**src/rtl/sburst_sram.sv**
```systemverilog
module sburst_sram #(
  parameter int ADDR_W = 6,
  parameter int LANES  = 4,
  parameter int LANE_W = 8,
  localparam int DATA_W = LANES * LANE_W,
  localparam int DEPTH  = 1 << ADDR_W
) (
  input  logic              clk,
  input  logic              rst,
  input  logic [ADDR_W-1:0] addr,
  input  logic              strobe_cpu_n,
  input  logic              strobe_ctl_n,
  input  logic              step_n,
  input  logic              en1_n,
  input  logic              en2,
  input  logic              en3_n,
  input  logic              wr_all_n,
  input  logic              lane_wr_en_n,
  input  logic [LANES-1:0]  lane_sel_n,
  input  logic              out_en_n,
  input  logic [DATA_W-1:0] wdata,
  output logic [DATA_W-1:0] rdata,
  output logic              rvalid
);

  logic [DATA_W-1:0] mem [DEPTH];

  logic              act;
  logic [ADDR_W-1:0] cur_a;
  logic              rd_p;
  logic [ADDR_W-1:0] rd_a;
  logic              vld_q;
  logic [DATA_W-1:0] dout_q;

  logic              sel;
  logic              go_cpu, go_ctl, go_cont, access, wr, rd;
  logic [ADDR_W-1:0] acc_a;
  logic [LANES-1:0]  lane_we;

  assign sel     = ~en1_n & en2 & ~en3_n;
  assign go_cpu  = sel & ~strobe_cpu_n;
  assign go_ctl  = sel & strobe_cpu_n & ~strobe_ctl_n;
  assign go_cont = sel & strobe_cpu_n & strobe_ctl_n & act;
  assign access  = go_cpu | go_ctl | go_cont;

  always_comb begin
    if (go_cpu || go_ctl)
      acc_a = addr;
    else if (!step_n)
      acc_a = {cur_a[ADDR_W-1:2], cur_a[1:0] + 2'd1};
    else
      acc_a = cur_a;
  end

  assign lane_we = !wr_all_n     ? {LANES{1'b1}} :
                   !lane_wr_en_n ? ~lane_sel_n   : '0;

  assign wr = access & ~go_cpu & (|lane_we);
  assign rd = access & ~wr;

  always_ff @(posedge clk) begin
    if (rst) begin
      act   <= 1'b0;
      rd_p  <= 1'b0;
      vld_q <= 1'b0;
    end else begin
      act   <= access;
      rd_p  <= rd;
      vld_q <= rd_p;
    end
  end

  always_ff @(posedge clk) begin
    if (access) cur_a <= acc_a;
    rd_a   <= acc_a;
    dout_q <= mem[rd_a];
  end

  always_ff @(posedge clk) begin
    for (int i = 0; i < LANES; i++)
      if (wr && lane_we[i])
        mem[acc_a][i*LANE_W +: LANE_W] <= wdata[i*LANE_W +: LANE_W];
  end

  assign rvalid = vld_q & ~out_en_n;
  assign rdata  = rvalid ? dout_q : '0;

endmodule

```
**config.mk**
```make
export PLATFORM = sky130hd
export DESIGN_NAME = sburst_sram
export DESIGN_NICKNAME = d
export VERILOG_FILES = /design/src/rtl/sburst_sram.sv
export SDC_FILE = /design/constraint.sdc
export NUM_CORES = 2
export LEC_CHECK = 0
export BUFFER_PORTS_ARGS = -buffer_cell sky130_fd_sc_hd__buf_4
export CORE_AREA = 2 2 437 439
export CTS_CLUSTER_SIZE = 10
export DETAILED_ROUTE_END_ITERATION = 10
export DIE_AREA = 0 0 439 441
export PLACE_DENSITY = 0.66
export SLEW_MARGIN = 20
export SYNTH_ARGS = -nofsm -noshare
export SYNTH_HDL_FRONTEND = slang
export SYNTH_SLANG_ARGS = --single-unit
```
**constraint.sdc**
```tcl
create_clock -name clk -period 3.55 [get_ports clk]
set_input_delay 0.355 -clock clk [delete_from_list [all_inputs] [get_ports clk]]
set_output_delay 0.355 -clock clk [all_outputs]
set_load 0.01 [all_outputs]
```
== Word-level counts from Yosys, hierarchy flattened ==
Memories as Yosys holds them, arrays and structs flattened. A register that Yosys moved wholly into a read port is not among the register bits.
Index checks and enable logic that the tools add are counted.
Storage, ports and cells
  bits of input ports: 53
  register bits after elaboration: 15
  latch bits: 0
  ROM bits: 0
  memory bits (writable): 2048
  memories kept: 1
Operators by class
  reduce and logical (&&, ||, !) cells: 6
  div/mod/pow operators: 0
  $lt $le $gt $ge: 0
  $mul: 0
  muxes and demuxes: 13
  $add $sub $neg: 1
  bitwise gates (word level): 21
  shifts and indexed selects: 0
  eq/ne operators: 0
Memory list
  mem: words 64, bits a word 32, read ports 1, clocked after memory_dff 1, write ports 1, line 26  | logic [DATA_W-1:0] mem [DEPTH];
Operator list (number)
  $mux W32: 1
  $and A1 B1 Y1: 11
  $mux W1: 8
  $mux W4: 2
  $not A1 Y1: 7
  $mux W6: 1
  $logic_and A1 B1 Y1: 4
  $not A4 Y4: 1
  $reduce_or A4 Y1: 1
  $add A2 B1 Y2 const B: 1
  $mux W2: 1
  $or A1 B1 Y1: 2
  $logic_or A1 B1 Y1: 1

== Longest topological paths before layout ==
  word-level depth: 12
  gate-level depth with buffers: 9

== Least setup slack after synthesis ==
No wires, ideal clock.
  path kind: in2reg
  start point: input en1_n
  end point: memory mem[30][0] in the netlist's numbering, enable pin
  setup slack: 0.844 ns
  stages on the path: 7
  setup time: 0.395 ns
  data arrival time: 2.312 ns
  path buffers: 3
  required time: 3.155 ns
  cells stage by stage: nor3b_4 > nand2_2 > buf_6 > buf_4 > a21o_1 > clkbuf_1 > nor4_1
Between the ends
  word-level cells in the longest chain between the ends: 12
Ends and longest elaborated chain
  start, declared: line 14  | input logic en1_n,
  $not A1 Y1 *: line 40  | assign sel = ~en1_n & en2 & ~en3_n;
  $and A1 B1 Y1 * (2 in series): line 40
  $and A1 B1 Y1: line 42, 43
  $and A1 B1 Y1 (on tied branches): line 42, 43
  $or A1 B1 Y1 or $and A1 B1 Y1 (tied branches): line 44, 43
  $or A1 B1 Y1: line 44  | assign access = go_cpu | go_ctl | go_cont;
  $and A1 B1 Y1 (2 in series): line 58  | assign wr = access & ~go_cpu & (|lane_we);
  $logic_and A1 B1 Y1: line 81  | if (wr && lane_we[i])
  $mux W1: line 81
  $mux W1 (implied by the code): line 82  | mem[acc_a][i*LANE_W +: LANE_W] <= wdata[i*LANE_W +: LANE_W];
  end, declared: line 26
Mark *: on every way between the ends. The rest lies on a longest branch, timed or not.

== Worst setup path in the final report ==
  start point: register cur_a[0]
  end point: memory mem[56][5] in the netlist's numbering, enable pin
Between the ends
  word-level cells in the longest chain between the ends: 3
Ends and longest elaborated chain
  start, declared: line 29  | logic [ADDR_W-1:0] cur_a;
  start signal, assigned: line 74  | if (access) cur_a <= acc_a;
  $add A2 B1 Y2: line 50  | acc_a = {cur_a[ADDR_W-1:2], cur_a[1:0] + 2'd1};
  $mux W2 *: line 49  | else if (!step_n)
  $mux W6 *: line 47  | if (go_cpu || go_ctl)
Marked as above.

==> metrics.cfg <==
[outcome]
status=completed

[synthesis]
async_flop_share_pct=0
synth_area_leader_cell=edfxtp_1
synth_edf_count=2054
synth_ff_type=edfxtp_1
synth_cells=3723
yosysWarningCount=0
ys_seq_area_share_pct=77.5
synth_area_per_cell_um2=21.7
synthesis.area_um2=80700
synth.top_cell.area_share_pct=76.5
synth.top_cells.by_count=2054 x edfxtp_1, 501 x mux4_2, 208 x nor2_1, 96 x clkbuf_1, 80 x buf_2
netlist_top_cells_area=edfxtp_1 76%, mux4_2 14%, dfxtp_1 1.0%
synth-seq-cells=2095
ys_types=57
syn_nets=3776
yosysMostFrequentCell=edfxtp_1

[die]
coreArea_um2=189000
die_y_um=441
ios=86
die_w_um=439
row_count=160
dieArea_um2=194000
start_util_pct=42.6

[clocking]
clk_latency_ns=0.87
cts-root-buf=clkbuf_16
cts_buffers=230
cts_num_sinks=2095
post_cts_buffers=0
clock_path_buffers=3
cts_hold_buf=9
cts_resized=0
clkTransAtPathRegs_ns=0.06
htree_levels=4
cts_tree=yes

[timing]
hold_viol_final=0
fin_crit_sh_pct=87.9
fin_skew_ns=0.0492
fin_crit_ns=3.12
fmax_mhz=320
maxSlewViolCount=0
worst-slew-pin-transition_ns=1.17
whs_ns=0.0439
rsz0062_at_grt=no
slew_headroom_pct=21.8
setup_violations=0
setup_tns_ns=0

[drt]
routed.top_layer=met5
drtIter0Drc=4953
via_count=40500
vias_per_cell=5.99
routedWlPerCell_um=30.7
dr.pass1.iters=5
post-route-drc-count=0
drt-total-wl_mm=208
met3WireLength_mm=19.9
drt-met1-wl_mm=83.8
detail-route-antenna-nets=0
wl_met2_mm=97.3

[worst_setup_path]
path_buf_inv=2
r2r_cells=6
worstPathRequired_ns=4.02
r2r_start=cur_a[0]
arrival_ns=3.59
r2r_end=mem[56][5]
critPathLaunchType=flop
slowest_stage=nor2_1
critPathTopFamily=simple AND/OR/NAND/NOR gates
critPathCaptureType=flop
path_cells=nand2b_1 -> mux2i_1 -> a31oi_4 -> buf_12 -> buf_4 -> nor2_1
reg2reg_slack_ns=0.43
critical_path_class=reg -> reg
cp_max_fo=13
slowest_delay_ns=0.69

[place]
dp_cells=6372
hpwl_mm=132
placed_cell_area_um2=86100
place_congestion=0.851
io_buffer_count=85

[finish]
drive_above_1_share_pct=29.6
fin_cells=6753
finalNetCount=4155
area_growth_pct=15.1
fillers=15000
finish.instance_area_um2=92800

[global_routing]
track_usage_pct=21.5
grt_start_max_net_pins=65
grt_pass1_wl_mm=298
overflow=0
grt_pass1_vias=40700
antenna_found_initial=13

[worst_hold_path]
holdCritPathClass=in -> reg
min_path_cells=1
holdPathEnd=mem[59][1]
hp-start=wdata[1]

[pwr]
cellPowerDensity_nw_per_um2=558
ir_worst_vdd_v=0.000574
leakagePower_nw=28.9
total_power_w=0.0518

[flow_run]
cap_violations=0

## kinds of logic (layout without fill, tap and decap cells)
| logic type | after synthesis | count (layout) | synth area share (%) |
|---|---|---|---|
| DFF | 2095 | 2095 | 77.5 |
| muxes | 577 | 577 | 15.0 |
| and+or+nand+nor | 451 | 451 | 2.70 |
| AOI/OAI and AO/OA | 339 | 339 | 3.10 |
| buffers and inverters | 259 | 772 | 1.69 |
| xor gates and xnor gates | 2 | 2 | 0.0217 |
| other | 0 | 6 | 0 |
## how the worst max path moves through the flow
stage,start,to,slack [ns],cells past startpoint
after global routing,cur_a[0],mem[56][5],0.39,6
after floorplan,en1_n,mem[30][0],0.84,7
after detailed placement,en1_n,mem[24][5],-0.05,7
after CTS,cur_a[0],mem[8][7],0.38,5
final,cur_a[0],mem[56][5],0.43,6
after global placement,en1_n,mem[62][13],-0.06,7
## power by group
| part | internal (W) | total, W | switching, W |
|---|---|---|---|
| Combinational | 0.00132 | 0.00331 | 0.00199 |
| Clock | 0.0120 | 0.0212 | 0.00917 |
| Sequential | 0.0272 | 0.0273 | 0.0000641 |
## registers in the layout, summed over array words and instances (netlist names)
register and flops:
mem 2048, dout_q 32, cur_a 6, rd_a 6
act 1, rd_p 1, vld_q 1
## layer usage
layer | GRT usage [%] | up-vias
met5 | 0 | -
met4 | 7.19 | 4
met3 | 4.67 | 334
met2 | 33.1 | 2126
met1 | 30.5 | 21500
li1 | - | 16500
## stage by stage
stage	util, %	worst slack, ns
after floorplan	-	0.844
after global placement	45.5	-0.0616
after detailed placement	45.5	-0.0510
after CTS	49.0	0.380
after global routing	49.1	0.390
final	49.1	0.430
## final cells by class
type	count	area [um^2]	area share, %
flip-flops and latches	2095	62500	67.4
multi-input cells	1369	17200	18.5
clock buffers	349	6250	6.74
repair buffers	397	3430	3.69
well taps	2511	3140	3.39
clock inverters	17	267	0.287
inverters	9	33.8	0.0364
diodes	6	15.0	0.0162
## layout by cell type (no fill, tap or decap), types with 42 or more instances in the layout
master,Yosys,routed
edfxtp_1,2054,2054
mux4_2,501,501
buf_4,41,354
clkbuf_16,0,231
nor2_1,208,207
clkbuf_1,96,115
o22ai_1,64,64
a21oi_1,64,63
a221oi_1,57,57
a22o_1,54,54
mux2i_1,51,50
nor3_1,67,42
Power figures use the tool's default switching activity.
